**config.mk**
```make
export PLATFORM = sky130hd
export DESIGN_NAME = evt_irq_ctrl
export DESIGN_NICKNAME = d
export VERILOG_FILES = /design/src/rtl/evt_irq_pkg.sv /design/src/rtl/evt_irq_sync.sv /design/src/rtl/evt_irq_spi.sv /design/src/rtl/evt_irq_regs.sv /design/src/rtl/evt_irq_ctrl.sv
export SDC_FILE = /design/constraint.sdc
export NUM_CORES = 1
export LEC_CHECK = 0
export BUFFER_PORTS_ARGS = -buffer_cell sky130_fd_sc_hd__buf_2
export CELL_PAD_IN_SITES_DETAIL_PLACEMENT = 0
export CELL_PAD_IN_SITES_GLOBAL_PLACEMENT = 1
export CORE_AREA = 2 2 121 94
export CTS_CLUSTER_SIZE = 40
export DETAILED_ROUTE_END_ITERATION = 8
export DIE_AREA = 0 0 123 96
export PLACE_DENSITY = 0.81
export SKIP_CTS_REPAIR_TIMING = 1
export SYNTH_ARGS = -nofsm -noshare
export SYNTH_HDL_FRONTEND = slang
export SYNTH_SLANG_ARGS = --single-unit
```
**constraint.sdc**
```tcl
create_clock -name clk -period 6.1 [get_ports clk]
set_input_delay 0.915 -clock clk [delete_from_list [all_inputs] [get_ports clk]]
set_output_delay 0.915 -clock clk [all_outputs]
set_load 0.01 [all_outputs]
```
**src/rtl/evt_irq_pkg.sv**
```systemverilog
package evt_irq_pkg;

  localparam int unsigned CMD_W  = 8;
  localparam int unsigned ADDR_W = 7;

  localparam logic [ADDR_W-1:0] REG_MASK     = 7'h0F;
  localparam logic [ADDR_W-1:0] REG_FLAGS    = 7'h10;
  localparam logic [ADDR_W-1:0] REG_FLAGS_RC = 7'h11;

  typedef struct packed {
    logic              wr;
    logic [ADDR_W-1:0] addr;
  } cmd_t;

endpackage

```
**src/rtl/evt_irq_sync.sv**
```systemverilog
module evt_irq_sync #(
  parameter int unsigned    W       = 3,
  parameter int unsigned    STAGES  = 2,
  parameter logic [W-1:0]   RST_VAL = '0
) (
  input  logic         clk,
  input  logic         rst_n,
  input  logic [W-1:0] d,
  output logic [W-1:0] q
);

  logic [STAGES-1:0][W-1:0] pipe_q;
  logic [STAGES-1:0][W-1:0] pipe_d;

  generate
    if (STAGES > 1) begin : g_multi
      assign pipe_d = {pipe_q[STAGES-2:0], d};
    end else begin : g_single
      assign pipe_d = d;
    end
  endgenerate

  always_ff @(posedge clk or negedge rst_n) begin
    if (!rst_n) begin
      pipe_q <= {STAGES{RST_VAL}};
    end else begin
      pipe_q <= pipe_d;
    end
  end

  assign q = pipe_q[STAGES-1];

endmodule

```
**src/rtl/evt_irq_spi.sv**
```systemverilog
module evt_irq_spi
  import evt_irq_pkg::*;
#(
  parameter int unsigned DATA_W = 16
) (
  input  logic              clk,
  input  logic              rst_n,
  input  logic              cs_act,
  input  logic              cs_rel,
  input  logic              sck_rise,
  input  logic              sck_fall,
  input  logic              mosi,
  input  logic [DATA_W-1:0] rd_word,
  output logic              cmd_stb,
  output cmd_t              cmd_byte,
  output logic              wr_stb,
  output logic [ADDR_W-1:0] wr_addr,
  output logic [DATA_W-1:0] wr_data,
  output logic              done_stb,
  output logic              abort_stb,
  output logic              miso
);

  localparam int unsigned FRAME_BITS = CMD_W + DATA_W;
  localparam int unsigned CNT_W      = $clog2(FRAME_BITS + 1);
  localparam logic [CNT_W-1:0] CNT_CMD  = CNT_W'(CMD_W);
  localparam logic [CNT_W-1:0] CNT_END  = CNT_W'(FRAME_BITS);
  localparam logic [CNT_W-1:0] CNT_LAST = CNT_W'(FRAME_BITS - 1);

  logic [CNT_W-1:0]  cnt_q, cnt_d;
  logic [DATA_W-1:0] rx_q, rx_d;
  logic [DATA_W-1:0] tx_q, tx_d;
  cmd_t              cmd_q, cmd_d;
  logic              seen_q, seen_d;
  logic              done_q, done_d;

  assign cmd_byte = cmd_t'(rx_q[CMD_W-1:0]);

  always_comb begin
    cnt_d     = cnt_q;
    rx_d      = rx_q;
    tx_d      = tx_q;
    cmd_d     = cmd_q;
    seen_d    = seen_q;
    done_d    = done_q;
    cmd_stb   = 1'b0;
    done_stb  = 1'b0;
    abort_stb = 1'b0;
    if (!cs_act) begin
      cnt_d     = '0;
      tx_d      = '0;
      seen_d    = 1'b0;
      done_d    = 1'b0;
      abort_stb = cs_rel & seen_q & ~done_q;
    end else begin
      if (sck_rise && (cnt_q < CNT_END)) begin
        rx_d  = {rx_q[DATA_W-2:0], mosi};
        cnt_d = cnt_q + 1'b1;
      end
      if (sck_fall) begin
        if ((cnt_q == CNT_CMD) && !seen_q) begin
          cmd_stb = 1'b1;
          seen_d  = 1'b1;
          cmd_d   = cmd_byte;
          tx_d    = cmd_byte.wr ? '0 : rd_word;
        end else if ((cnt_q == CNT_END) && !done_q) begin
          done_stb = 1'b1;
          done_d   = 1'b1;
        end else if (seen_q && !done_q) begin
          tx_d = {tx_q[DATA_W-2:0], 1'b0};
        end
      end
    end
  end

  assign wr_stb  = cs_act & sck_rise & seen_q & ~done_q & cmd_q.wr & (cnt_q == CNT_LAST);
  assign wr_addr = cmd_q.addr;
  assign wr_data = {rx_q[DATA_W-2:0], mosi};
  assign miso    = tx_q[DATA_W-1];

  always_ff @(posedge clk or negedge rst_n) begin
    if (!rst_n) begin
      cnt_q  <= '0;
      rx_q   <= '0;
      tx_q   <= '0;
      cmd_q  <= '0;
      seen_q <= 1'b0;
      done_q <= 1'b0;
    end else begin
      cnt_q  <= cnt_d;
      rx_q   <= rx_d;
      tx_q   <= tx_d;
      cmd_q  <= cmd_d;
      seen_q <= seen_d;
      done_q <= done_d;
    end
  end

endmodule

```
**src/rtl/evt_irq_regs.sv**
```systemverilog
module evt_irq_regs
  import evt_irq_pkg::*;
#(
  parameter int unsigned N = 16
) (
  input  logic              clk,
  input  logic              rst_n,
  input  logic [N-1:0]      ev,
  input  logic              cmd_stb,
  input  cmd_t              cmd,
  input  logic              wr_stb,
  input  logic [ADDR_W-1:0] wr_addr,
  input  logic [N-1:0]      wr_data,
  input  logic              done_stb,
  input  logic              abort_stb,
  output logic [N-1:0]      rd_word,
  output logic              irq_n
);

  logic [N-1:0] flags_q, flags_d;
  logic [N-1:0] mask_q, mask_d;
  logic [N-1:0] pend_q, pend_d;
  logic [N-1:0] snap_q, snap_d;
  logic         busy_q, busy_d;
  logic         irq_n_q, irq_n_d;
  logic         rc_start;
  logic         mask_en;
  logic         snap_en;

  assign rc_start = cmd_stb & ~cmd.wr & (cmd.addr == REG_FLAGS_RC);
  assign mask_en  = wr_stb & (wr_addr == REG_MASK);
  assign snap_en  = rc_start;

  always_comb begin
    case (cmd.addr)
      REG_MASK:     rd_word = mask_q;
      REG_FLAGS:    rd_word = flags_q;
      REG_FLAGS_RC: rd_word = flags_q;
      default:      rd_word = '0;
    endcase
  end

  always_comb begin
    flags_d = flags_q;
    pend_d  = pend_q;
    busy_d  = busy_q;
    if (busy_q) begin
      if (done_stb) begin
        flags_d = (flags_q & ~snap_q) | pend_q | ev;
        pend_d  = '0;
        busy_d  = 1'b0;
      end else if (abort_stb) begin
        flags_d = flags_q | pend_q | ev;
        pend_d  = '0;
        busy_d  = 1'b0;
      end else begin
        pend_d = pend_q | ev;
      end
    end else begin
      flags_d = flags_q | ev;
    end
    if (rc_start) begin
      busy_d = 1'b1;
    end
  end

  assign snap_d  = flags_q;
  assign mask_d  = wr_data;
  assign irq_n_d = busy_d | ~(|(flags_d & (mask_en ? mask_d : mask_q)));

  always_ff @(posedge clk or negedge rst_n) begin
    if (!rst_n) begin
      flags_q <= '0;
      pend_q  <= '0;
      busy_q  <= 1'b0;
      irq_n_q <= 1'b1;
    end else begin
      flags_q <= flags_d;
      pend_q  <= pend_d;
      busy_q  <= busy_d;
      irq_n_q <= irq_n_d;
    end
  end

  always_ff @(posedge clk or negedge rst_n) begin
    if (!rst_n) begin
      mask_q <= '0;
    end else if (mask_en) begin
      mask_q <= mask_d;
    end
  end

  always_ff @(posedge clk or negedge rst_n) begin
    if (!rst_n) begin
      snap_q <= '0;
    end else if (snap_en) begin
      snap_q <= snap_d;
    end
  end

  assign irq_n = irq_n_q;

endmodule

```
**src/rtl/evt_irq_ctrl.sv**
```systemverilog
module evt_irq_ctrl
  import evt_irq_pkg::*;
#(
  parameter int unsigned NUM_SRC     = 16,
  parameter int unsigned SYNC_STAGES = 2
) (
  input  logic               clk,
  input  logic               rst_n,
  input  logic [NUM_SRC-1:0] event_i,
  input  logic               spi_sclk_i,
  input  logic               spi_cs_n_i,
  input  logic               spi_mosi_i,
  output logic               spi_miso_o,
  output logic               irq_n_o
);

  localparam int unsigned PIN_W = 3;
  localparam logic [PIN_W-1:0] PIN_IDLE = 3'b010;

  logic [1:0]         rst_pipe_q;
  logic               rst_sync_n;
  logic [PIN_W-1:0]   pins_s;
  logic [1:0]         edge_q;
  logic               sck_s, cs_n_s, mosi_s;
  logic               sck_rise, sck_fall, cs_rel, cs_act;
  logic               cmd_stb_w, wr_stb_w, done_stb_w, abort_stb_w;
  cmd_t               cmd_byte_w;
  logic [ADDR_W-1:0]  wr_addr_w;
  logic [NUM_SRC-1:0] wr_data_w, rd_word_w;

  always_ff @(posedge clk or negedge rst_n) begin
    if (!rst_n) begin
      rst_pipe_q <= '0;
    end else begin
      rst_pipe_q <= {rst_pipe_q[0], 1'b1};
    end
  end
  assign rst_sync_n = rst_pipe_q[1];

  evt_irq_sync #(
    .W       (PIN_W),
    .STAGES  (SYNC_STAGES),
    .RST_VAL (PIN_IDLE)
  ) u_sync (
    .clk   (clk),
    .rst_n (rst_sync_n),
    .d     ({spi_mosi_i, spi_cs_n_i, spi_sclk_i}),
    .q     (pins_s)
  );

  assign sck_s  = pins_s[0];
  assign cs_n_s = pins_s[1];
  assign mosi_s = pins_s[2];

  always_ff @(posedge clk or negedge rst_sync_n) begin
    if (!rst_sync_n) begin
      edge_q <= PIN_IDLE[1:0];
    end else begin
      edge_q <= pins_s[1:0];
    end
  end

  assign sck_rise = sck_s & ~edge_q[0];
  assign sck_fall = ~sck_s & edge_q[0];
  assign cs_rel   = cs_n_s & ~edge_q[1];
  assign cs_act   = ~cs_n_s;

  evt_irq_spi #(
    .DATA_W (NUM_SRC)
  ) u_spi (
    .clk       (clk),
    .rst_n     (rst_sync_n),
    .cs_act    (cs_act),
    .cs_rel    (cs_rel),
    .sck_rise  (sck_rise),
    .sck_fall  (sck_fall),
    .mosi      (mosi_s),
    .rd_word   (rd_word_w),
    .cmd_stb   (cmd_stb_w),
    .cmd_byte  (cmd_byte_w),
    .wr_stb    (wr_stb_w),
    .wr_addr   (wr_addr_w),
    .wr_data   (wr_data_w),
    .done_stb  (done_stb_w),
    .abort_stb (abort_stb_w),
    .miso      (spi_miso_o)
  );

  evt_irq_regs #(
    .N (NUM_SRC)
  ) u_regs (
    .clk       (clk),
    .rst_n     (rst_sync_n),
    .ev        (event_i),
    .cmd_stb   (cmd_stb_w),
    .cmd       (cmd_byte_w),
    .wr_stb    (wr_stb_w),
    .wr_addr   (wr_addr_w),
    .wr_data   (wr_data_w),
    .done_stb  (done_stb_w),
    .abort_stb (abort_stb_w),
    .rd_word   (rd_word_w),
    .irq_n     (irq_n_o)
  );

endmodule

```
==> reports/results.ini <==
[layout]
nFillCells = 883
register_area_um2 = 3062
drive_above_1_share = 0.2505
multi_input_area_um2 = 2012
diodes = 0
area_delta_synth_final_pct = 16.47
final_nets = 501
final_util = 0.5699

[power]
finalPower_mw = 2.109
p_leak_nw = 2.763
ir_drop_mv = 0.2367
powerDensity_nw_per_um2 = 347.4

[clock_network]
htreeDepth = 4
clockRootBuffer = clkbuf_16
cts_tree = yes
clock_latency_ns = 0.42
numCtsBuffers = 17
cts.sink_count = 122
cts_buffer_depth = 2
clk_pin_slew_ns = 0.05

[setup_path]
path_cells = inv_1 > ha_1 > nand3b_1 > nor4_2 > a21boi_0 > o2bb2a_1 > a2111o_1 > a2111oi_0 > a21o_1
cp_max_fo = 11
max_stage_delay_ns = 0.98
endpoint_kind = flip-flop
cp_num_buf_inv = 1
cp.arrival_ns = 3.94
critPathLaunchType = flip-flop
crit_type = reg -> reg
cp_top_family = compound AO/OA/AOI/OAI gates
crit_required_ns = 6.46
crit_path_top_delay_cell = nor4_2

[synthesis]
netlist_instances = 458
synth.distinct_cells = 55
synth_warnings = 0
synth_nets = 481
synth-seq-cells = 122
avgSynthCellArea_um2 = 11.38
syn_area_um2 = 5212
synth_top_area_frac = 0.5665
synth_ff_type = dfrtp_1
synthTopCellsByArea = dfrtp_1, mux2_2, a21oi_1
synth_edf_count = 0
synthArstFlopShare = 1.000
netlist.top_cell.by_area = dfrtp_1
ys_seq_area_frac = 0.5867

[global_routing]
first_global_vias = 3504
grt_pass1_wl_um = 18910
gr-usage-all-layers = 0.2189
grt_max_degree = 79
grt_antenna_before_repair = 0
grt-ovfl-total = 0

[timing]
rsz0062_at_grt = no
fin_crit_ns = 3.586
relSlewSlack = 0.1404
fmax_mhz = 278.8
clock_skew_ns = 0.009686
tightest_slew_ns = 1.283
slew_viol_final = 0
post-route-period-util = 0.5879
tns_ns = 0
setup_viol = 0
finalHoldViolations = 0

[detailed_routing]
drtIter0Drc = 336
drc = 0
ant_nets = 0
first_pass_iters = 4
vias = 3592
wire_per_inst_um = 18.60
drt-total-wl_um = 11740
viasPerCell = 5.693

[floorplanning]
dieArea_um2 = 11810
boundaryPins = 23
initial_core_util = 0.4893
die_x_um = 123
row_count = 33
core_um2 = 10650
die_h_um = 96

[placed_design]
place.gp.congestion = 0.7941
port_buffers = 22
hpwlAfterDp_um = 8113

[run]
timing.max_cap.violations = 0

[hold_path]
hp-class = in -> async

[status]
status = complete, no violations

==> metrics by stage <==
stage / cells / hold slack, ns / setup WS, ns / area (µm²)
3_3_place_gp: 599 / 0.3331 / 2.645 / 5411
6_report: 631 / 0.2800 / 2.514 / 6071
5_1_grt: 631 / 0.2631 / 2.172 / 6071
3_5_place_dp: 599 / 0.3355 / 2.509 / 5411
2_1_floorplan: 458 / 0.3312 / 2.456 / 5213
4_1_cts: 631 / 0.2694 / 2.457 / 6071
==> cell usage after synthesis, types with 5 or more instances <==
library cell  instances
dfrtp_1             118
a21oi_1              49
nand2_1              48
mux2_2               47
nor2_1               39
o21ai_0              24
a22oi_1              16
clkbuf_1             16
o2bb2ai_1             8
nand3_1               7
inv_1                 6
a21boi_0              5
o21ai_1               5
==> final cells by class <==
class | instances | share of cell area
clock buffers | 19 | 0.07296
clock inverters | 13 | 0.03566
inverters | 6 | 0.003710
multi-input cells | 305 | 0.3314
flip-flops and latches | 122 | 0.5043
well taps | 140 | 0.02885
repair buffers | 26 | 0.02308
==> report_power, final <==
part           internal, mW  switching, mW  total, mW
registers             0.840         0.0502      0.890
clock network         0.740          0.372       1.11
logic                0.0488         0.0583      0.107
==> per-layer routing <==
metal / up-vias / GRT usage / part of all wire
met2: 66 / 0.3089 / 0.44
met1: 1830 / 0.3226 / 0.49
li1: 1679 / - / -
met3: 17 / 0.05983 / 0.051
met5: - / 0 / 0
met4: 0 / 0.08049 / 0.017
==> state kept, by name, summed over array words and instances, names as in the netlist, 2 cells and up <==
name,flops
u_sync.q,3
rst_pipe_q,2
u_regs.pend_q,16
u_regs.mask_q,16
u_spi.rx_q,15
u_spi.tx_q,16
edge_q,2
u_regs.flags_q,16
u_spi.wr_addr,7
u_sync.pipe_d,3
u_regs.snap_q,16
u_spi.cnt_q,5
==> worst reg2reg max path, cell delays in order (launching register included) <==
cell and delay (ns):
dfrtp_1 0.41, inv_1 0.08, ha_1 0.14, nand3b_1 0.41
nor4_2 0.98, a21boi_0 0.26, o2bb2a_1 0.34, a2111o_1 0.35
a2111oi_0 0.39, a21o_1 0.19
==> cells in the final DEF, fill, tap and decap left out, types with 3 or more instances in the layout <==
cell / netlist / layout
a22o_1: 3 / 3
nand2b_1: 3 / 3
a21oi_1: 49 / 49
inv_1: 6 / 6
nor2_1: 39 / 39
o41ai_2: 3 / 3
dfstp_2: 4 / 4
nand3_1: 7 / 7
or3_1: 4 / 4
clkinv_4: 0 / 3
clkbuf_16: 0 / 17
buf_4: 2 / 4
o21ai_0: 24 / 24
a21boi_0: 5 / 5
clkinvlp_4: 0 / 3
or2_2: 3 / 3
nand2_1: 48 / 48
o2bb2ai_1: 8 / 8
mux2_2: 47 / 47
bufinv_16: 0 / 5
a22oi_1: 16 / 16
dfrtp_1: 118 / 117
o21ai_1: 5 / 5
buf_2: 3 / 22
==> final timing paths <==
path                                       start            endpoint  slack [ns]  cells past startpoint
worst max-delay path              u_spi.cnt_q[0]        u_regs.irq_n        2.51                      9
max in group asynchronous          rst_pipe_q[1]  u_regs.flags_q[10]        4.41                      1
worst min register to register     rst_pipe_q[1]       u_spi.rx_q[2]        0.31                      0
worst max register to register    u_spi.cnt_q[0]        u_regs.irq_n        2.51                      9
worst min-delay path                       rst_n       rst_pipe_q[1]        0.28                      1
min in group clk                u_sync.pipe_d[5]         u_sync.q[2]        0.35                      0
==> kinds of logic after synthesis <==
logic type,after synthesis,synth area share
AOI/OAI and AO/OA,128,0.1589
xor gates and xnor gates,3,0.005042
adders and majority gates,2,0.004800
buffers and inverters,31,0.02736
DFF,122,0.5867
muxes,48,0.1035
other,1,0.0007194
and+or+nand+nor,123,0.1131
(Power assumes the default switching activity.)
